**src/rtl/acl_pkg.sv**
```systemverilog
package acl_pkg;
  localparam int TAG_W      = 16;
  localparam int SLOT_W     = 20;
  localparam int N_SLOTS    = 12;
  localparam int FRAME_BITS = TAG_W + N_SLOTS * SLOT_W;
  localparam int CMD_BITS   = TAG_W + 2 * SLOT_W;
  localparam int POS_W      = $clog2(FRAME_BITS);
  localparam int REG_AW     = 3;
  localparam int DATA_W     = 32;
  localparam int IDX_W      = 7;
  localparam int IDX_LSB    = 12;
  localparam int VAL_W      = 16;
  localparam int VAL_LSB    = 4;

  localparam logic [REG_AW-1:0] RA_CTRL  = 3'd0;
  localparam logic [REG_AW-1:0] RA_CADDR = 3'd1;
  localparam logic [REG_AW-1:0] RA_CDATA = 3'd2;
  localparam logic [REG_AW-1:0] RA_TXST  = 3'd3;
  localparam logic [REG_AW-1:0] RA_RXST  = 3'd4;
  localparam logic [REG_AW-1:0] RA_SLOTEN = 3'd5;

  localparam int CB_READY = 15;
  localparam int CB_COLD  = 11;
  localparam int CB_WARM  = 10;
  localparam int CB_START = 5;
  localparam int TB_ASENT = 31;
  localparam int TB_DSENT = 30;
  localparam int RB_ARDY  = 22;
  localparam int RB_DRDY  = 21;
  localparam int SB_EN    = 0;
  localparam int CA_RD    = 19;

  localparam int TAG_VALID = 15;
  localparam int TAG_S1    = 14;
  localparam int TAG_S2    = 13;
endpackage

```
**src/rtl/acl_bclk_edge.sv**
```systemverilog
module acl_bclk_edge #(
  parameter int STAGES = 2
) (
  input  logic clk,
  input  logic rst_n,
  input  logic bclk,
  output logic rise,
  output logic fall
);
  logic [STAGES:0] sh_q;
  logic [STAGES:0] sh_d;

  always_comb sh_d = {sh_q[STAGES-1:0], bclk};

  always_ff @(posedge clk or negedge rst_n) begin
    if (!rst_n) sh_q <= '0;
    else        sh_q <= sh_d;
  end

  assign rise =  sh_q[STAGES-1] & ~sh_q[STAGES];
  assign fall = ~sh_q[STAGES-1] &  sh_q[STAGES];
endmodule

```
**src/rtl/acl_regs.sv**
```systemverilog
module acl_regs
  import acl_pkg::*;
(
  input  logic              clk,
  input  logic              rst_n,
  input  logic              host_wr,
  input  logic [REG_AW-1:0] host_addr,
  input  logic [DATA_W-1:0] host_wdata,
  output logic [DATA_W-1:0] host_rdata,
  input  logic              take,
  input  logic              addr_sent,
  input  logic              data_sent,
  input  logic              cap_a,
  input  logic              cap_d,
  input  logic [SLOT_W-1:0] st_a_in,
  input  logic [SLOT_W-1:0] st_d_in,
  input  logic              rdy_upd,
  input  logic              rdy_val,
  output logic              cold,
  output logic              warm,
  output logic              run,
  output logic              slot_en,
  output logic              pending,
  output logic [SLOT_W-1:0] cmd_a,
  output logic [SLOT_W-1:0] cmd_d,
  output logic              txst_a,
  output logic              txst_d,
  output logic              rxst_a,
  output logic              rxst_d
);
  logic cold_q, cold_d, warm_q, warm_d, start_q, start_d, en_q, en_d;
  logic pend_q, pend_d, rdy_q, rdy_d;
  logic txa_q, txa_d, txd_q, txd_d, rxa_q, rxa_d, rxd_q, rxd_d;
  logic [SLOT_W-1:0] ca_q, ca_d, cd_q, cd_d, sa_q, sa_d, sd_q, sd_d;
  logic w_ctrl, w_ca, w_cd, w_tx, w_rx, w_en;

  always_comb begin
    w_ctrl = host_wr && (host_addr == RA_CTRL);
    w_ca   = host_wr && (host_addr == RA_CADDR);
    w_cd   = host_wr && (host_addr == RA_CDATA);
    w_tx   = host_wr && (host_addr == RA_TXST);
    w_rx   = host_wr && (host_addr == RA_RXST);
    w_en   = host_wr && (host_addr == RA_SLOTEN);

    cold_d  = w_ctrl ? host_wdata[CB_COLD]  : cold_q;
    warm_d  = w_ctrl ? host_wdata[CB_WARM]  : warm_q;
    start_d = w_ctrl ? host_wdata[CB_START] : start_q;
    en_d    = w_en   ? host_wdata[SB_EN]    : en_q;

    ca_d = ca_q;
    if (w_ca) begin
      ca_d = '0;
      ca_d[CA_RD] = host_wdata[CA_RD];
      ca_d[IDX_LSB +: IDX_W] = host_wdata[IDX_LSB +: IDX_W];
    end
    cd_d = cd_q;
    if (w_cd) begin
      cd_d = '0;
      cd_d[VAL_LSB +: VAL_W] = host_wdata[VAL_LSB +: VAL_W];
    end
    // a host write of a new command wins over a hand-off in the same cycle
    pend_d = w_ca ? 1'b1 : (take ? 1'b0 : pend_q);

    txa_d = ((w_tx ? host_wdata[TB_ASENT] : 1'b1) & txa_q) | addr_sent;
    txd_d = ((w_tx ? host_wdata[TB_DSENT] : 1'b1) & txd_q) | data_sent;
    rxa_d = ((w_rx ? host_wdata[RB_ARDY]  : 1'b1) & rxa_q) | cap_a;
    rxd_d = ((w_rx ? host_wdata[RB_DRDY]  : 1'b1) & rxd_q) | cap_d;
    sa_d  = cap_a ? st_a_in : sa_q;
    sd_d  = cap_d ? st_d_in : sd_q;

    rdy_d = !run ? 1'b0 : (rdy_upd ? rdy_val : rdy_q);
  end

  always_ff @(posedge clk or negedge rst_n) begin
    if (!rst_n) begin
      cold_q <= 1'b0; warm_q <= 1'b0; start_q <= 1'b0; en_q <= 1'b0;
      pend_q <= 1'b0; rdy_q <= 1'b0;
      txa_q <= 1'b0; txd_q <= 1'b0; rxa_q <= 1'b0; rxd_q <= 1'b0;
      ca_q <= '0; cd_q <= '0; sa_q <= '0; sd_q <= '0;
    end else begin
      cold_q <= cold_d; warm_q <= warm_d; start_q <= start_d; en_q <= en_d;
      pend_q <= pend_d; rdy_q <= rdy_d;
      txa_q <= txa_d; txd_q <= txd_d; rxa_q <= rxa_d; rxd_q <= rxd_d;
      ca_q <= ca_d; cd_q <= cd_d; sa_q <= sa_d; sd_q <= sd_d;
    end
  end

  always_comb begin
    host_rdata = '0;
    case (host_addr)
      RA_CTRL: begin
        host_rdata[CB_READY] = rdy_q;
        host_rdata[CB_COLD]  = cold_q;
        host_rdata[CB_WARM]  = warm_q;
        host_rdata[CB_START] = start_q;
      end
      RA_CADDR:  host_rdata[SLOT_W-1:0] = sa_q;
      RA_CDATA:  host_rdata[SLOT_W-1:0] = sd_q;
      RA_TXST: begin
        host_rdata[TB_ASENT] = txa_q;
        host_rdata[TB_DSENT] = txd_q;
      end
      RA_RXST: begin
        host_rdata[RB_ARDY] = rxa_q;
        host_rdata[RB_DRDY] = rxd_q;
      end
      RA_SLOTEN: host_rdata[SB_EN] = en_q;
      default:   host_rdata = '0;
    endcase
  end

  assign cold    = cold_q;
  assign warm    = warm_q;
  assign run     = start_q & ~cold_q;
  assign slot_en = en_q;
  assign pending = pend_q;
  assign cmd_a   = ca_q;
  assign cmd_d   = cd_q;
  assign txst_a  = txa_q;
  assign txst_d  = txd_q;
  assign rxst_a  = rxa_q;
  assign rxst_d  = rxd_q;
endmodule

```
**src/rtl/acl_tx.sv**
```systemverilog
module acl_tx
  import acl_pkg::*;
(
  input  logic              clk,
  input  logic              rst_n,
  input  logic              rise,
  input  logic              run,
  input  logic              slot_en,
  input  logic              pending,
  input  logic [SLOT_W-1:0] cmd_a,
  input  logic [SLOT_W-1:0] cmd_d,
  output logic [POS_W-1:0]  pos,
  output logic              sd_out,
  output logic              sync_out,
  output logic              take,
  output logic              addr_sent,
  output logic              data_sent
);
  localparam logic [POS_W-1:0] LAST  = POS_W'(FRAME_BITS - 1);
  localparam logic [POS_W-1:0] A_END = POS_W'(TAG_W + SLOT_W - 1);
  localparam logic [POS_W-1:0] D_END = POS_W'(CMD_BITS - 1);

  logic [POS_W-1:0]    pos_q, pos_d;
  logic [CMD_BITS-1:0] sh_q, sh_d, frame;
  logic [TAG_W-1:0]    tag;
  logic sd_q, sd_d, sy_q, sy_d, hc_q, hc_d, hw_q, hw_d;
  logic send, is_wr;

  always_comb begin
    send  = slot_en & pending;
    is_wr = send & ~cmd_a[CA_RD];
    tag = '0;
    tag[TAG_VALID] = 1'b1;
    tag[TAG_S1]    = send;
    tag[TAG_S2]    = is_wr;
    frame = {tag, {SLOT_W{send}} & cmd_a, {SLOT_W{is_wr}} & cmd_d};

    pos_d = pos_q; sh_d = sh_q; sd_d = sd_q; sy_d = sy_q;
    hc_d = hc_q; hw_d = hw_q;
    take = 1'b0; addr_sent = 1'b0; data_sent = 1'b0;

    if (!run) begin
      pos_d = LAST; sh_d = '0; sd_d = 1'b0; sy_d = 1'b0;
      hc_d = 1'b0; hw_d = 1'b0;
    end else if (rise) begin
      if (pos_q == LAST) begin
        pos_d = '0;
        sd_d  = frame[CMD_BITS-1];
        sh_d  = {frame[CMD_BITS-2:0], 1'b0};
        sy_d  = 1'b1;
        hc_d  = send;
        hw_d  = is_wr;
        take  = send;
      end else begin
        pos_d = pos_q + 1'b1;
        sd_d  = sh_q[CMD_BITS-1];
        sh_d  = {sh_q[CMD_BITS-2:0], 1'b0};
        sy_d  = (int'(pos_q) + 1) < TAG_W;
        addr_sent = hc_q && (pos_q == A_END);
        data_sent = hw_q && (pos_q == D_END);
      end
    end
  end

  always_ff @(posedge clk or negedge rst_n) begin
    if (!rst_n) begin
      pos_q <= LAST; sh_q <= '0; sd_q <= 1'b0; sy_q <= 1'b0;
      hc_q <= 1'b0; hw_q <= 1'b0;
    end else begin
      pos_q <= pos_d; sh_q <= sh_d; sd_q <= sd_d; sy_q <= sy_d;
      hc_q <= hc_d; hw_q <= hw_d;
    end
  end

  assign pos      = pos_q;
  assign sd_out   = sd_q;
  assign sync_out = sy_q;
endmodule

```
**src/rtl/acl_rx.sv**
```systemverilog
module acl_rx
  import acl_pkg::*;
(
  input  logic              clk,
  input  logic              rst_n,
  input  logic              fall,
  input  logic              run,
  input  logic [POS_W-1:0]  pos,
  input  logic              sdata_in,
  output logic              cap_a,
  output logic              cap_d,
  output logic [SLOT_W-1:0] st_a,
  output logic [SLOT_W-1:0] st_d,
  output logic              rdy_upd,
  output logic              rdy_val
);
  localparam logic [POS_W-1:0] W_END = POS_W'(CMD_BITS - 1);

  logic [CMD_BITS-1:0] sh_q, sh_d, word;
  logic smp, done;

  always_comb begin
    smp  = fall && run && (int'(pos) < CMD_BITS);
    word = {sh_q[CMD_BITS-2:0], sdata_in};
    sh_d = smp ? word : sh_q;
    done = fall && run && (pos == W_END);
    rdy_upd = done;
    rdy_val = word[CMD_BITS-1-(TAG_W-1-TAG_VALID)];
    cap_a   = done & word[CMD_BITS-1-(TAG_W-1-TAG_S1)];
    cap_d   = done & word[CMD_BITS-1-(TAG_W-1-TAG_S2)];
    st_a    = word[2*SLOT_W-1:SLOT_W];
    st_d    = word[SLOT_W-1:0];
  end

  always_ff @(posedge clk or negedge rst_n) begin
    if (!rst_n) sh_q <= '0;
    else        sh_q <= sh_d;
  end
endmodule

```
**src/rtl/aclink_cmd_engine.sv**
```systemverilog
module aclink_cmd_engine
  import acl_pkg::*;
#(
  parameter int SYNC_STAGES = 2
) (
  input  logic              clk,
  input  logic              arst_n,
  input  logic              host_wr,
  input  logic [REG_AW-1:0] host_addr,
  input  logic [DATA_W-1:0] host_wdata,
  output logic [DATA_W-1:0] host_rdata,
  input  logic              bit_clk,
  input  logic              sdata_in,
  output logic              sdata_out,
  output logic              sync,
  output logic              codec_rst_n
);
  logic [1:0] rs_q;
  logic rst_n;

  always_ff @(posedge clk or negedge arst_n) begin
    if (!arst_n) rs_q <= 2'b00;
    else         rs_q <= {rs_q[0], 1'b1};
  end
  assign rst_n = rs_q[1];

  logic rise, fall, take, addr_sent, data_sent, cap_a, cap_d, rdy_upd, rdy_val;
  logic cold, warm, run, slot_en, pending, txst_a, txst_d, rxst_a, rxst_d, tx_sync;
  logic [SLOT_W-1:0] cmd_a, cmd_d, st_a, st_d;
  logic [POS_W-1:0]  pos;

  acl_bclk_edge #(.STAGES(SYNC_STAGES)) u_edge (
    .clk(clk), .rst_n(rst_n), .bclk(bit_clk), .rise(rise), .fall(fall)
  );

  acl_regs u_regs (
    .clk(clk), .rst_n(rst_n), .host_wr(host_wr), .host_addr(host_addr),
    .host_wdata(host_wdata), .host_rdata(host_rdata),
    .take(take), .addr_sent(addr_sent), .data_sent(data_sent),
    .cap_a(cap_a), .cap_d(cap_d), .st_a_in(st_a), .st_d_in(st_d),
    .rdy_upd(rdy_upd), .rdy_val(rdy_val),
    .cold(cold), .warm(warm), .run(run), .slot_en(slot_en), .pending(pending),
    .cmd_a(cmd_a), .cmd_d(cmd_d), .txst_a(txst_a), .txst_d(txst_d),
    .rxst_a(rxst_a), .rxst_d(rxst_d)
  );

  acl_tx u_tx (
    .clk(clk), .rst_n(rst_n), .rise(rise), .run(run), .slot_en(slot_en),
    .pending(pending), .cmd_a(cmd_a), .cmd_d(cmd_d), .pos(pos),
    .sd_out(sdata_out), .sync_out(tx_sync), .take(take),
    .addr_sent(addr_sent), .data_sent(data_sent)
  );

  acl_rx u_rx (
    .clk(clk), .rst_n(rst_n), .fall(fall), .run(run), .pos(pos),
    .sdata_in(sdata_in), .cap_a(cap_a), .cap_d(cap_d), .st_a(st_a),
    .st_d(st_d), .rdy_upd(rdy_upd), .rdy_val(rdy_val)
  );

  // wake-up sync only while no frames run and the codec is out of reset
  assign sync        = tx_sync | (warm & ~run & ~cold);
  assign codec_rst_n = ~cold;
endmodule

```
**config.mk**
```make
export PLATFORM = sky130hd
export DESIGN_NAME = aclink_cmd_engine
export DESIGN_NICKNAME = d
export VERILOG_FILES = /design/src/rtl/acl_pkg.sv /design/src/rtl/acl_bclk_edge.sv /design/src/rtl/acl_regs.sv /design/src/rtl/acl_tx.sv /design/src/rtl/acl_rx.sv /design/src/rtl/aclink_cmd_engine.sv
export SDC_FILE = /design/constraint.sdc
export NUM_CORES = 1
export LEC_CHECK = 0
export BUFFER_PORTS_ARGS = -buffer_cell sky130_fd_sc_hd__buf_2
export CAP_MARGIN = 20
export CORE_MARGIN = 2
export CORE_UTILIZATION = 55
export CTS_CLUSTER_DIAMETER = 80
export CTS_CLUSTER_SIZE = 12
export DETAILED_ROUTE_END_ITERATION = 10
export GPL_ROUTABILITY_DRIVEN = 1
export PLACE_DENSITY = 0.75
export SLEW_MARGIN = 20
export SYNTH_ARGS = -nofsm -noshare
export SYNTH_HDL_FRONTEND = slang
export SYNTH_SLANG_ARGS = --single-unit
```
**constraint.sdc**
```tcl
create_clock -name clk -period 7.58 [get_ports clk]
set_input_delay 1.516 -clock clk [delete_from_list [all_inputs] [get_ports clk]]
set_output_delay 1.516 -clock clk [all_outputs]
set_load 0.02 [all_outputs]
```
==> results of run 1 <==
## layout make-up
cell class	instances	area (µm²)	area share [%]
clock inverters	11	97.6	1.07
inverters	20	75.1	0.820
flip-flops and latches	197	4940	54.0
well taps	184	230	2.51
clock buffers	20	447	4.88
repair buffers	63	335	3.66
multi-input cells	338	3030	33.1
## per-stage QoR
step                setup slack (ps)  hold WS [ps]  area [µm²]  util [%]  power (µW)
floorplan                       1700           331        8270         -        1300
global placement                2990           337        8610      59.0        1350
detailed placement              2940           339        8610      59.0        1360
CTS                             2940           361        9160      62.8        2190
global route                    2770           371        9160      62.8        2260
finish                          2930           358        9160      62.8        2170
## path summary, 6_finish.rpt
path	from	to	slack (ps)	cells after the start
hold reg to reg	rs_q[0]	rs_q[1]	360	0
hold / removal	rs_q[0]	rs_q[1]	360	0
min in group asynchronous	rs_q[1]	u_tx.sh_q[7]	400	0
setup / recovery	host_addr[0]	host_rdata[11]	2930	5
max in group asynchronous	rs_q[1]	u_tx.sh_q[20]	5720	1
setup reg to reg	u_tx.pos[5]	u_regs.sd_q[19]	4890	4
## kinds of logic (layout without fill, tap and decap cells)
| family | Yosys count | in the layout | share of synthesized area (%) |
|---|---|---|---|
| other | 2 | 9 | 0.0911 |
| AND/OR/NAND/NOR | 96 | 96 | 6.33 |
| flip-flops | 197 | 197 | 59.9 |
| buffers and inverters | 68 | 114 | 3.98 |
| XOR/XNOR | 3 | 3 | 0.319 |
| AO/OA/AOI/OAI | 100 | 100 | 9.95 |
| adder cells (fa/ha/maj) | 1 | 1 | 0.152 |
| multiplexers | 129 | 129 | 19.3 |
## registers in the layout, indices dropped and copies added (netlist names), 2 cells and up
name / flops
u_regs.sa_q: 20
u_regs.sd_q: 20
u_regs.cmd_a: 8
u_tx.sh_q: 51
u_tx.pos: 8
rs_q: 2
u_rx.sh_q: 55
u_edge.sh_q: 3
u_regs.cmd_d: 16
## per-layer routing
metal,global-route usage [%],vias up,part of all wire (%)
li1,-,2237,-
met1,30.5,2571,47
met2,32.3,115,48
met3,5.23,18,3.6
met4,6.40,0,1.6
met5,0,-,0
## critical path: cells and delay by family
kind | cells | cell delay (ps)
buf+inv | 2 | 430
simple gates | 2 | 960
compound gates | 1 | 230
## cell usage in the layout, fill, tap and decap left out, drive strengths merged, types with 8 or more instances in the layout
cell type  count
dfrtp        189
mux2         125
buf           63
nor2          30
a22o          26
inv           25
clkbuf        20
nand2         17
a22oi         15
a222oi        15
and3          11
a21oi         10
a221o         10
conb           9
nand3          8
dfstp          8
## power by group
part / total (µW) / switching (µW) / internal, µW / leakage (µW)
clock network: 837 / 402 / 436 / 0.000260
logic: 186 / 117 / 69.0 / 0.00181
registers: 1150 / 46.4 / 1100 / 0.00265
==> tab_implementation.tex, run 1 <==
\begin{tabular}{lr}
\hline
Metric & Value \\
\hline
\multicolumn{2}{l}{\textbf{STA}} \\
\quad Final hold violation count & 0 \\
\quad Accumulated negative setup slack & 0 ps \\
\quad Transition time of the tightest slew-check pin & 987 ps \\
\quad Unrepaired setup endpoints after global routing & no \\
\quad Final Skew & 7.31 ps \\
\quad Final Max Tran Viols & 0 \\
\quad Crit path time final & around 4700 ps \\
\quad Endpoints failing setup & 0 \\
\quad Relative max-transition margin & 34.0\% \\
\quad Highest attainable clock frequency & 215 MHz \\
\quad Final worst path period share & 61.4\% \\
\multicolumn{2}{l}{\textbf{Floorplan}} \\
\quad Width of the die & 126 µm \\
\quad Number of cell rows & 44 \\
\quad Area of the core region & $\sim$15000 µm² \\
\quad I/O pin count & 75 \\
\quad Initial core utilization & a little under three fifths \\
\quad Floorplan die height & around 130 µm \\
\quad Area of the die & 16000 µm² \\
\multicolumn{2}{l}{\textbf{Route}} \\
\quad DR vias & 4941 \\
\quad Total wire length & 16.0 mm \\
\quad Router iterations before antenna repair & 5 \\
\quad Detailed-route vias per instance & 5.93 \\
\quad Remaining number of nets flagged by the antenna check after routing & 0 \\
\quad Final routed DRC violation total & 0 \\
\quad WL/cell & slightly below 20 µm \\
\quad DRC marker count from the first detailed-route iteration & 460 \\
\multicolumn{2}{l}{\textbf{Synthesis}} \\
\quad Top\_reg\_cell synth & sky130\_fd\_sc\_hd\_\_dfrtp\_1 \\
\quad Yosys top cell area share & 57.4\% \\
\quad Top cells by instance count after synthesis & sky130\_fd\_sc\_hd\_\_dfrtp\_1 (189), sky130\_fd\_sc\_hd\_\_mux2\_2 (87), sky130\_fd\_sc\_hd\_\_mux2\_4 (38), sky130\_fd\_sc\_hd\_\_nor2\_1 (30), sky130\_fd\_sc\_hd\_\_a22o\_1 (26) \\
\quad Number of enable flip-flop cells after synthesis & 0 \\
\quad Register area share after synthesis & 59.9\% \\
\quad Top cells by area, synth & sky130\_fd\_sc\_hd\_\_dfrtp\_1 (57\%), sky130\_fd\_sc\_hd\_\_mux2\_2 (12\%), sky130\_fd\_sc\_hd\_\_mux2\_4 (6.9\%) \\
\quad Cell with the most instances after synthesis & sky130\_fd\_sc\_hd\_\_dfrtp\_1 \\
\quad Syn Inst Count & 596 \\
\quad Mapped Area & 8250 µm² \\
\quad Number of warnings printed during yosys synthesis & 0 \\
\quad Number of library cell types mapped by synthesis & between 50 and 60 \\
\quad Cell taking the most area after synthesis & sky130\_fd\_sc\_hd\_\_dfrtp\_1 \\
\quad Asr flop ratio synth & 100\% \\
\quad Post-synthesis area per instance & approximately 14 µm² \\
\quad Count of state elements after synthesis & just under 200 \\
\multicolumn{2}{l}{\textbf{Cells and area}} \\
\quad Final non-filler cell total & between 800 and 900 \\
\quad Number of diodes added for antenna fixing & 0 \\
\quad Final nets & approximately 680 \\
\quad Syn-to-layout area delta & 11.1\% \\
\quad Proportion of layout cells with a drive suffix above 1 & 36.7\% \\
\quad Filler cell count in the final layout & 1060 \\
\multicolumn{2}{l}{\textbf{Clock network}} \\
\quad Post CTS Setup Buffer Count & 0 \\
\quad Clock tree root driver cell & sky130\_fd\_sc\_hd\_\_clkbuf\_16 \\
\quad CTS tree & built \\
\quad Cts-stage hold buffer count & 0 \\
\quad H-tree lvl count & 4 \\
\quad Worst-skew pair later-pin latency & 430 ps \\
\quad Number of buffers created by CTS & 17 \\
\quad Quantity of gates resized following cts & 0 \\
\quad Bufs on Longest Clock Path & 2 \\
\quad Clock transition at the registers of the reported paths & 70 ps \\
\quad Sinks on the clock net & 197 \\
\multicolumn{2}{l}{\textbf{Placed design}} \\
\quad Port bufs & 55 \\
\quad Total placed cells including tap cells & 802 \\
\quad GP Congestion & around 0.81 \\
\quad Half-perimeter wire length after placement & approximately 10 mm \\
\multicolumn{2}{l}{\textbf{Worst setup path}} \\
\quad CP cell instances & buf\_2 -> nor2b\_2 -> a21oi\_1 -> nor2\_1 -> buf\_2 \\
\quad Peak per-stage delay on the critical path & 830 ps \\
\quad Kind of end point of the critical path & output pin \\
\quad Worst Setup Path Type & primary input to output pin \\
\quad Worst EP required & 6060 ps \\
\quad Worst EP arrival & 3140 ps \\
\quad Critical Path Fanout Max & 21 \\
\quad Slowest cell on the critical path & sky130\_fd\_sc\_hd\_\_nor2b\_2 \\
\quad Kind of start point of the critical path & primary input \\
\quad Critical Path Most Common Cell & sky130\_fd\_sc\_hd\_\_buf\_2 \\
\multicolumn{2}{l}{\textbf{Power and ir drop}} \\
\quad Power density over cell area & $\sim$240 nW/µm² \\
\quad Worst supply voltage drop on vdd & 0.000168 V \\
\quad Leakage dissipation & 0.00472 µW \\
\multicolumn{2}{l}{\textbf{Run status}} \\
\quad Outcome & completed \\
\multicolumn{2}{l}{\textbf{Worst hold path}} \\
\quad Hold WC Path Type & flop to flop \\
\multicolumn{2}{l}{\textbf{Global route}} \\
\quad First-pass GRT wire length & 26.8 mm \\
\quad Via count of the first global-routing pass & 5138 \\
\quad Aggregate global-route resource usage & 21.2\% \\
\quad Maximum number of pins on one net before global-route repair & 79 \\
\quad Leftover overflow at the end of global routing & 0 \\
\quad Number of antenna violations at the first check in global routing & 0 \\
\multicolumn{2}{l}{\textbf{Flow run}} \\
\quad Count of maximum capacitance violations & 0 \\
\hline
\end{tabular}
No activity file was read; power rests on OpenSTA's default activity.
==> run 2: changes to the inputs <==
--- a/config.mk
+++ b/config.mk
@@ -5,6 +5,7 @@
 export SDC_FILE = /design/constraint.sdc
 export NUM_CORES = 1
 export LEC_CHECK = 0
+export ABC_AREA = 1
 export BUFFER_PORTS_ARGS = -buffer_cell sky130_fd_sc_hd__buf_2
 export CAP_MARGIN = 20
 export CORE_MARGIN = 2
==> constraint.sdc (replaced) <==
create_clock -name clk -period 4.85 [get_ports clk]
set_input_delay 0.97 -clock clk [delete_from_list [all_inputs] [get_ports clk]]
set_output_delay 0.97 -clock clk [all_outputs]
set_load 0.02 [all_outputs]
==> run 2 against run 1 <==
  * Routed wire length grew 6.4%
  * Sequential power up 56%
  * Clock skew barely moved
  * Via count increased by 24%
  * Worst setup slack lost 1400 ps
  * Critical path type unchanged
==> tab_implementation.tex, run 2 <==
\begin{tabular}{lr}
\hline
Metric & Value \\
\hline
\multicolumn{2}{l}{\textbf{STA}} \\
\quad Highest attainable clock frequency & 304 MHz \\
\quad Final Skew & 7.36 ps (was 7.31 ps) \\
\quad Crit path time final & between 3000 and 4000 ps \\
\quad Final worst-path setup slack & 1560 ps (was 2930 ps) \\
\quad Final hold violation count & 0 (unchanged) \\
\quad Unrepaired setup endpoints after global routing & no (unchanged) \\
\quad Accumulated negative setup slack & 0 ps (unchanged) \\
\quad Transition time of the tightest slew-check pin & 998 ps (was 987 ps) \\
\quad Relative max-transition margin & 33.3\% (was 34.0\%) \\
\quad Final Max Tran Viols & 0 (unchanged) \\
\quad Endpoints failing setup & 0 (unchanged) \\
\quad Worst Hold Slack & 310 ps (was 358 ps) \\
\quad Final worst path period share & 67.8\% \\
\multicolumn{2}{l}{\textbf{Clock network}} \\
\quad Clock tree root driver cell & sky130\_fd\_sc\_hd\_\_clkbuf\_16 (unchanged) \\
\quad Cts-stage hold buffer count & 0 (unchanged) \\
\quad Number of buffers created by CTS & 17 (unchanged) \\
\quad Sinks on the clock net & 197 (unchanged) \\
\quad Worst-skew pair later-pin latency & 430 ps (about the same) \\
\quad Clock transition at the registers of the reported paths & 60 ps (was 70 ps) \\
\quad Bufs on Longest Clock Path & 2 (unchanged) \\
\quad CTS tree & built (unchanged) \\
\quad Quantity of gates resized following cts & 0 (unchanged) \\
\quad H-tree lvl count & 4 (unchanged) \\
\quad Post CTS Setup Buffer Count & 0 (unchanged) \\
\multicolumn{2}{l}{\textbf{Synthesis}} \\
\quad Register area share after synthesis & 60.1\% (was 59.9\%) \\
\quad Mapped Area & 8220 µm² (was 8250 µm²) \\
\quad Number of library cell types mapped by synthesis & 33 (was 54) \\
\quad Yosys top cell area share & 57.5\% (was 57.4\%) \\
\quad Top\_reg\_cell synth & sky130\_fd\_sc\_hd\_\_dfrtp\_1 (unchanged) \\
\quad Number of warnings printed during yosys synthesis & 0 (unchanged) \\
\quad Asr flop ratio synth & 100\% (unchanged) \\
\quad Top cells by instance count after synthesis & sky130\_fd\_sc\_hd\_\_nand2\_1 (247), sky130\_fd\_sc\_hd\_\_dfrtp\_1 (189), sky130\_fd\_sc\_hd\_\_inv\_1 (89), sky130\_fd\_sc\_hd\_\_nand3\_1 (56), sky130\_fd\_sc\_hd\_\_o21ai\_0 (44) (was sky130\_fd\_sc\_hd\_\_dfrtp\_1 (189), sky130\_fd\_sc\_hd\_\_mux2\_2 (87), sky130\_fd\_sc\_hd\_\_mux2\_4 (38), sky130\_fd\_sc\_hd\_\_nor2\_1 (30), sky130\_fd\_sc\_hd\_\_a22o\_1 (26)) \\
\quad Top cells by area, synth & sky130\_fd\_sc\_hd\_\_dfrtp\_1 (58\%), sky130\_fd\_sc\_hd\_\_nand2\_1 (11\%), sky130\_fd\_sc\_hd\_\_inv\_1 (4.1\%) (was sky130\_fd\_sc\_hd\_\_dfrtp\_1 (57\%), sky130\_fd\_sc\_hd\_\_mux2\_2 (12\%), sky130\_fd\_sc\_hd\_\_mux2\_4 (6.9\%)) \\
\quad Cell taking the most area after synthesis & sky130\_fd\_sc\_hd\_\_dfrtp\_1 (unchanged) \\
\quad Count of state elements after synthesis & 197 (unchanged) \\
\quad Number of enable flip-flop cells after synthesis & 0 (unchanged) \\
\quad Cell with the most instances after synthesis & sky130\_fd\_sc\_hd\_\_nand2\_1 (was sky130\_fd\_sc\_hd\_\_dfrtp\_1) \\
\quad Syn Inst Count & 900 (was 596) \\
\quad Post-synthesis area per instance & 9.13 µm² (was 13.8 µm²) \\
\multicolumn{2}{l}{\textbf{Power and ir drop}} \\
\quad Relative contribution of the clock network to total power & 39.9\% (was 38.5\%) \\
\quad Sw Ratio & 24.8\% (was 26.0\%) \\
\quad Internal & 2630 µW (was 1610 µW) \\
\quad Worst supply voltage drop on vdd & 0.000273 V (was 0.000168 V) \\
\quad Leakage dissipation & 0.00480 µW (was 0.00472 µW) \\
\quad Sequential power share & 51.2\% (was 52.9\%) \\
\quad Power density over cell area & 382 nW/µm² (was 237 nW/µm²) \\
\quad Switching pwr & 868 µW (was 565 µW) \\
\quad Portion of total power attributed to combinational logic & 8.9\% (was 8.6\%) \\
\multicolumn{2}{l}{\textbf{Cells and area}} \\
\quad Proportion of layout cells with a drive suffix above 1 & 12.3\% (was 36.7\%) \\
\quad Sequential cell area & 4940 µm² (unchanged) \\
\quad Syn-to-layout area delta & 11.3\% (was 11.1\%) \\
\quad Flip-flop count of the largest register, all copies and words added & 55 (unchanged) \\
\quad Most frequent cells in the layout & sky130\_fd\_sc\_hd\_\_nand2\_1 (247), sky130\_fd\_sc\_hd\_\_dfrtp\_1 (188), sky130\_fd\_sc\_hd\_\_inv\_1 (89), sky130\_fd\_sc\_hd\_\_nand3\_1 (56), sky130\_fd\_sc\_hd\_\_buf\_2 (55) (was sky130\_fd\_sc\_hd\_\_dfrtp\_1 (188), sky130\_fd\_sc\_hd\_\_mux2\_2 (87), sky130\_fd\_sc\_hd\_\_buf\_2 (55), sky130\_fd\_sc\_hd\_\_mux2\_4 (38), sky130\_fd\_sc\_hd\_\_nor2\_1 (29)) \\
\quad Final nets & 971 (was 678) \\
\quad Area of combinational cells with multiple inputs & 2690 µm² (was 3030 µm²) \\
\quad Largest registers & u\_rx.sh\_q: 55 flops, u\_tx.sh\_q: 51 flops (unchanged) \\
\quad Filler cell count in the final layout & 1219 (was 1060) \\
\quad Post-route cell area & 9150 µm² (was 9160 µm²) \\
\quad Number of diodes added for antenna fixing & 0 (unchanged) \\
\quad Final non-filler cell total & 1127 (was 833) \\
\quad Reg with most FFs & u\_rx.sh\_q (unchanged) \\
\quad Commonest non-fill, non-tap cell in the layout & sky130\_fd\_sc\_hd\_\_nand2\_1 (was sky130\_fd\_sc\_hd\_\_dfrtp\_1) \\
\multicolumn{2}{l}{\textbf{Worst setup path}} \\
\quad Kind of start point of the critical path & primary input (unchanged) \\
\quad Register-to-register setup slack & 1930 ps (was 4890 ps) \\
\quad Worst EP arrival & 2320 ps (was 3140 ps) \\
\quad Critical R2R Capture & u\_tx.sh\_q[6] (was u\_regs.sd\_q[19]) \\
\quad CP cell instances & buf\_2 -> inv\_1 -> nor2\_1 -> nand2\_1 -> inv\_1 -> a22o\_1 -> buf\_2 (was buf\_2 -> nor2b\_2 -> a21oi\_1 -> nor2\_1 -> buf\_2) \\
\quad Worst EP required & 3880 ps (was 6060 ps) \\
\quad Critical Path Fanout Max & 21 (unchanged) \\
\quad Slowest cell on the critical path & sky130\_fd\_sc\_hd\_\_inv\_1 (was sky130\_fd\_sc\_hd\_\_nor2b\_2) \\
\quad FF-to-FF path depth & 8 (was 4) \\
\quad Kind of end point of the critical path & output pin (unchanged) \\
\quad Peak per-stage delay on the critical path & 580 ps (was 830 ps) \\
\quad Reg2Reg Launch Point & u\_tx.pos[0] (was u\_tx.pos[5]) \\
\quad Worst Setup Path Type & primary input to output pin (unchanged) \\
\multicolumn{2}{l}{\textbf{Global route}} \\
\quad Number of antenna violations at the first check in global routing & 0 (unchanged) \\
\quad Leftover overflow at the end of global routing & 0 (unchanged) \\
\quad Maximum number of pins on one net before global-route repair & 124 (was 79) \\
\quad Via count of the first global-routing pass & 6030 (was 5138) \\
\quad First-pass GRT wire length & 29.0 mm (was 26.8 mm) \\
\quad Aggregate global-route resource usage & 22.7\% (was 21.2\%) \\
\multicolumn{2}{l}{\textbf{Placed design}} \\
\quad GP Congestion & 0.891 (was 0.813) \\
\quad Half-perimeter wire length after placement & 10.8 mm (was 10.2 mm) \\
\quad Total placed cells including tap cells & 1095 (was 802) \\
\quad Setup slack after placement & 1560 ps (was 2940 ps) \\
\quad Cell area after placement & 8560 µm² (was 8610 µm²) \\
\quad Port bufs & 55 (unchanged) \\
\multicolumn{2}{l}{\textbf{Route}} \\
\quad WL/cell & 15.1 µm (was 19.3 µm) \\
\quad DRC marker count from the first detailed-route iteration & 597 (was 460) \\
\quad Router iterations before antenna repair & 5 (unchanged) \\
\quad DR vias & 6120 (was 4941) \\
\quad Total wire length & 17.1 mm (was 16.0 mm) \\
\quad Final routed DRC violation total & 0 (unchanged) \\
\quad Detailed-route vias per instance & 5.43 (was 5.93) \\
\quad Remaining number of nets flagged by the antenna check after routing & 0 (unchanged) \\
\multicolumn{2}{l}{\textbf{Worst hold path}} \\
\quad Hold WC Path Type & primary input to asynchronous set/reset pin (was flop to flop) \\
\multicolumn{2}{l}{\textbf{Floorplan}} \\
\quad I/O pin count & 75 (unchanged) \\
\quad Width of the die & 126 µm (about the same) \\
\quad Floorplan die height & 126 µm (about the same) \\
\quad Area of the core region & 14600 µm² (unchanged) \\
\quad Initial core utilization & 56.3\% (was 56.5\%) \\
\quad Number of cell rows & 44 (unchanged) \\
\quad Area of the die & 15900 µm² (was 16000 µm²) \\
\multicolumn{2}{l}{\textbf{Run status}} \\
\quad Outcome & completed (unchanged) \\
\multicolumn{2}{l}{\textbf{Flow run}} \\
\quad Count of maximum capacitance violations & 0 (unchanged) \\
\hline
\end{tabular}
[run 2: kinds of logic after synthesis]
group                      after synthesis  synth area share (%)
DFF                                    197                  60.1
AOI/OAI and AO/OA                      145                  10.1
and+or+nand+nor                        396                  21.1
xor gates and xnor gates                 1                 0.107
adders and majority gates                1                 0.152
other                                    2                0.0914
muxes                                    6                 0.822
buffers and inverters                  152                  7.54
[run 2: how the worst max path moves through the flow]
stage / startpoint / endpoint / slack (ps) / cells after the start
after detailed placement: host_addr[1] / host_rdata[18] / 1560 / 7
after CTS: host_addr[1] / host_rdata[18] / 1560 / 7
after global placement: host_addr[1] / host_rdata[18] / 1580 / 7
after floorplan: rs_q[1] / u_edge.sh_q[0] / 1610 / 0
after global routing: host_addr[1] / host_rdata[10] / 1480 / 8
final: host_addr[1] / host_rdata[17] / 1560 / 7
[run 2: metrics by stage]
step / total power (µW) / util [%]
floorplan: 2040 / -
global placement: 2120 / 58.7
detailed placement: 2130 / 58.7
CTS: 3520 / 62.7
global route: 3640 / 62.7
finish: 3500 / 62.7
[run 2: worst max-delay path, delay by kind of cell]
family,cells,cell delay [ps]
AO/OA/AOI/OAI,1,270
buffers and inverters,4,940
AND/OR/NAND/NOR,2,130
[run 2: routing by layer]
| layer | global-route usage [%] | wire [µm] | vias up |
|---|---|---|---|
| met3 | 5.01 | 583 | 19 |
| met5 | 0 | 0 | - |
| li1 | - | - | 2992 |
| met4 | 6.85 | 268 | 0 |
| met2 | 36.5 | 8390 | 106 |
| met1 | 31.4 | 7830 | 3003 |
[run 2: final cells by class]
type | instances | share of cell area [%]
clock buffer | 25 | 5.42
sequential | 197 | 54.0
inverter | 94 | 3.86
tap | 184 | 2.52
timing repair buffer | 62 | 3.72
clock inverter | 7 | 1.04
multi-input combinational | 558 | 29.4
[run 2: power by group through the flow]
stage,Clock (µW),Combinational (µW),Sequential (µW)
6_report,1400,310,1790
5_1_grt,1490,354,1800
4_1_cts,1420,312,1790
3_5_place_dp,0,310,1820
3_3_place_gp,0,300,1820
2_1_floorplan,0,228,1810
==> run 3: changes to the inputs <==
--- a/config.mk
+++ b/config.mk
@@ -5,11 +5,11 @@
 export SDC_FILE = /design/constraint.sdc
 export NUM_CORES = 1
 export LEC_CHECK = 0
-export ABC_AREA = 1
+export ABC_AREA = 0
 export BUFFER_PORTS_ARGS = -buffer_cell sky130_fd_sc_hd__buf_2
 export CAP_MARGIN = 20
 export CORE_MARGIN = 2
-export CORE_UTILIZATION = 55
+export CORE_UTILIZATION = 53
 export CTS_CLUSTER_DIAMETER = 80
 export CTS_CLUSTER_SIZE = 12
 export DETAILED_ROUTE_END_ITERATION = 10
==> constraint.sdc (replaced) <==
create_clock -name clk -period 2.82 [get_ports clk]
set_input_delay 0.564 -clock clk [delete_from_list [all_inputs] [get_ports clk]]
set_output_delay 0.564 -clock clk [all_outputs]
set_load 0.02 [all_outputs]
==> run 3 against run 2 <==
  * Worst setup slack lost 1200 ps
  * Die area grew 4.0%
  * Clock skew grew 4.9 ps
  * Design area grew 1.8%
  * Total power grew 73%
  * Final cell count shrank 25%
  * Global-route usage shrank 1.4 points
  * Routed wire length shrank 5.0%
  * Critical path type is now flop to flop
  * Critical endpoint is now u_tx.sh_q[19]
  * Largest power group unchanged
==> tab_implementation.tex, run 3 (synthesis gave the netlist of run 1 again) <==
\begin{tabular}{lr}
\hline
Metric & Value \\
\hline
\multicolumn{2}{l}{\textbf{Run status}} \\
\quad Outcome & completed (unchanged) \\
\multicolumn{2}{l}{\textbf{STA}} \\
\quad Unrepaired setup endpoints after global routing & no (unchanged) \\
\quad Crit path time final & 2470 ps \\
\quad Endpoints failing setup & 0 (unchanged) \\
\quad Final worst path period share & 87.5\% \\
\quad Highest attainable clock frequency & 405 MHz \\
\quad Final Skew & 12.3 ps (was 7.36 ps) \\
\quad Transition time of the tightest slew-check pin & 948 ps (was 998 ps) \\
\quad Final Max Tran Viols & 0 (unchanged) \\
\quad Relative max-transition margin & 36.6\% (was 33.3\%) \\
\quad Accumulated negative setup slack & 0 ps (unchanged) \\
\quad Final hold violation count & 0 (unchanged) \\
\multicolumn{2}{l}{\textbf{Cells and area}} \\
\quad Flip-flop count of the largest register, all copies and words added & 55 (unchanged) \\
\quad Proportion of layout cells with a drive suffix above 1 & 37.7\% (was 12.3\%) \\
\quad Reg with most FFs & u\_rx.sh\_q (unchanged) \\
\quad Largest registers & u\_rx.sh\_q: 55 flops, u\_tx.sh\_q: 51 flops (unchanged) \\
\quad Syn-to-layout area delta & 12.9\% (was 11.3\%) \\
\quad Final nets & 688 (was 971) \\
\quad Commonest non-fill, non-tap cell in the layout & sky130\_fd\_sc\_hd\_\_dfrtp\_1 (was sky130\_fd\_sc\_hd\_\_nand2\_1) \\
\quad Filler cell count in the final layout & 1132 (was 1219) \\
\quad Most frequent cells in the layout & sky130\_fd\_sc\_hd\_\_dfrtp\_1 (188), sky130\_fd\_sc\_hd\_\_mux2\_2 (87), sky130\_fd\_sc\_hd\_\_buf\_2 (55), sky130\_fd\_sc\_hd\_\_mux2\_4 (38), sky130\_fd\_sc\_hd\_\_nor2\_1 (29) (was sky130\_fd\_sc\_hd\_\_nand2\_1 (247), sky130\_fd\_sc\_hd\_\_dfrtp\_1 (188), sky130\_fd\_sc\_hd\_\_inv\_1 (89), sky130\_fd\_sc\_hd\_\_nand3\_1 (56), sky130\_fd\_sc\_hd\_\_buf\_2 (55)) \\
\quad Number of diodes added for antenna fixing & 0 (unchanged) \\
\multicolumn{2}{l}{\textbf{Worst setup path}} \\
\quad Kind of end point of the critical path & flop (was output pin) \\
\quad Critical Path Fanout Max & 29 (was 21) \\
\quad CP cell instances & ha\_1 -> and4\_1 -> a41oi\_4 -> a222oi\_1 -> inv\_1 (was buf\_2 -> inv\_1 -> nor2\_1 -> nand2\_1 -> inv\_1 -> a22o\_1 -> buf\_2) \\
\quad Worst EP required & 3110 ps (was 3880 ps) \\
\quad Peak per-stage delay on the critical path & 570 ps (was 580 ps) \\
\quad Worst EP arrival & 2760 ps (was 2320 ps) \\
\quad Kind of start point of the critical path & flop (was primary input) \\
\quad Worst Setup Path Type & flop to flop (was primary input to output pin) \\
\quad Slowest cell on the critical path & sky130\_fd\_sc\_hd\_\_dfstp\_2 (was sky130\_fd\_sc\_hd\_\_inv\_1) \\
\multicolumn{2}{l}{\textbf{Route}} \\
\quad Router iterations before antenna repair & 6 (was 5) \\
\quad Remaining number of nets flagged by the antenna check after routing & 0 (unchanged) \\
\quad Detailed-route vias per instance & 5.87 (was 5.43) \\
\quad WL/cell & 19.1 µm (was 15.1 µm) \\
\quad DRC marker count from the first detailed-route iteration & 584 (was 597) \\
\quad Final routed DRC violation total & 0 (unchanged) \\
\quad Total wire length & 16.2 mm (was 17.1 mm) \\
\quad DR vias & 4978 (was 6120) \\
\multicolumn{2}{l}{\textbf{Power and ir drop}} \\
\quad Worst supply voltage drop on vdd & 0.000463 V (was 0.000273 V) \\
\quad Power density over cell area & 650 nW/µm² (was 382 nW/µm²) \\
\quad Leakage dissipation & 0.00480 µW (about the same) \\
\quad Overall Power & 6050 µW (was 3500 µW) \\
\multicolumn{2}{l}{\textbf{Floorplan}} \\
\quad Area of the die & 16600 µm² (was 15900 µm²) \\
\quad Number of cell rows & 45 (was 44) \\
\quad Width of the die & 129 µm (was 126 µm) \\
\quad Area of the core region & 15200 µm² (was 14600 µm²) \\
\quad Initial core utilization & 54.2\% (was 56.3\%) \\
\quad Floorplan die height & 129 µm (was 126 µm) \\
\quad I/O pin count & 75 (unchanged) \\
\multicolumn{2}{l}{\textbf{Placed design}} \\
\quad Port bufs & 55 (unchanged) \\
\quad Half-perimeter wire length after placement & 10.3 mm (was 10.8 mm) \\
\quad GP Congestion & 0.811 (was 0.891) \\
\multicolumn{2}{l}{\textbf{Global route}} \\
\quad First-pass GRT wire length & 27.3 mm (was 29.0 mm) \\
\quad Maximum number of pins on one net before global-route repair & 78 (was 124) \\
\quad Aggregate global-route resource usage & 21.3\% (was 22.7\%) \\
\quad Via count of the first global-routing pass & 5161 (was 6030) \\
\quad Leftover overflow at the end of global routing & 0 (unchanged) \\
\quad Number of antenna violations at the first check in global routing & 0 (unchanged) \\
\multicolumn{2}{l}{\textbf{Flow run}} \\
\quad Count of maximum capacitance violations & 0 (unchanged) \\
\multicolumn{2}{l}{\textbf{Clock network}} \\
\quad Clock transition at the registers of the reported paths & 70 ps (was 60 ps) \\
\quad Number of buffers created by CTS & 17 (unchanged) \\
\quad Post CTS Setup Buffer Count & 0 (unchanged) \\
\quad H-tree lvl count & 4 (unchanged) \\
\quad Sinks on the clock net & 197 (unchanged) \\
\quad CTS tree & built (unchanged) \\
\quad Clock tree root driver cell & sky130\_fd\_sc\_hd\_\_clkbuf\_16 (unchanged) \\
\quad Bufs on Longest Clock Path & 2 (unchanged) \\
\quad Worst-skew pair later-pin latency & 430 ps (about the same) \\
\multicolumn{2}{l}{\textbf{Worst hold path}} \\
\quad Hold WC Path Type & primary input to flop (was primary input to asynchronous set/reset pin) \\
\hline
\end{tabular}
==> run 3: path summary, 6_finish.rpt <==
check                                  from              end  slack [ps]  cells after the start
worst max-delay path            u_tx.pos[0]    u_tx.sh_q[19]         350                      5
worst min-delay path                bit_clk   u_edge.sh_q[0]         240                      1
worst max register to register  u_tx.pos[0]    u_tx.sh_q[19]         350                      5
worst min register to register      rs_q[1]  u_regs.cmd_d[9]         340                      0
max in group asynchronous           rs_q[1]      u_tx.pos[6]        1630                      1
min in group asynchronous           rs_q[1]  u_regs.cmd_d[9]         340                      0
==> run 3: what timing repair did <==
item	CTS	global route
hold buffers	1	0
resized for setup	0	0
endpoints found under the hold margin	2	0
==> run 3: area by class of cell <==
| class | count | area (µm²) | share of cell area (%) |
|---|---|---|---|
| multi-input cells | 338 | 3030 | 32.5 |
| well taps | 188 | 235 | 2.53 |
| inverters | 20 | 75.1 | 0.806 |
| clock buffers | 17 | 425 | 4.57 |
| clock inverters | 15 | 169 | 1.81 |
| repair buffers | 73 | 438 | 4.70 |
| flip-flops and latches | 197 | 4940 | 53.1 |
==> run 3: where the power goes <==
group / internal (µW) / switching [µW] / total, µW
Clock: 1330 / 1110 / 2440
Sequential: 2960 / 118 / 3080
Combinational: 202 / 328 / 530
Total: 4500 / 1550 / 6050
==> run 3: through the flow <==
step                util, %  instance area (µm²)  setup slack [ps]  hold slack (ps)  std cells
floorplan                 -                 8280               421              268        603
global placement       57.3                 8710               478              340        815
detailed placement     57.3                 8710               431              342        815
CTS                    61.3                 9310               366              225        848
global route           61.3                 9310               208              228        848
finish                 61.3                 9310               352              244        848
==> run 3: worst max-delay path, delay by kind of cell (launching register included) <==
kind / cells / cell delay, ps
adders and majority gates: 1 / 310
DFF: 1 / 570
buffers and inverters: 1 / 100
AOI/OAI and AO/OA: 2 / 1000
and+or+nand+nor: 1 / 350
==> run 3: metal layers <==
layer,share of wire [%],wire [µm],vias to the layer above,track usage (%)
met1,46,7540,2584,30.5
met3,4.0,652,21,4.20
li1,-,-,2251,-
met2,48,7730,122,32.6
met5,0,0,-,0
met4,1.9,304,0,8.18
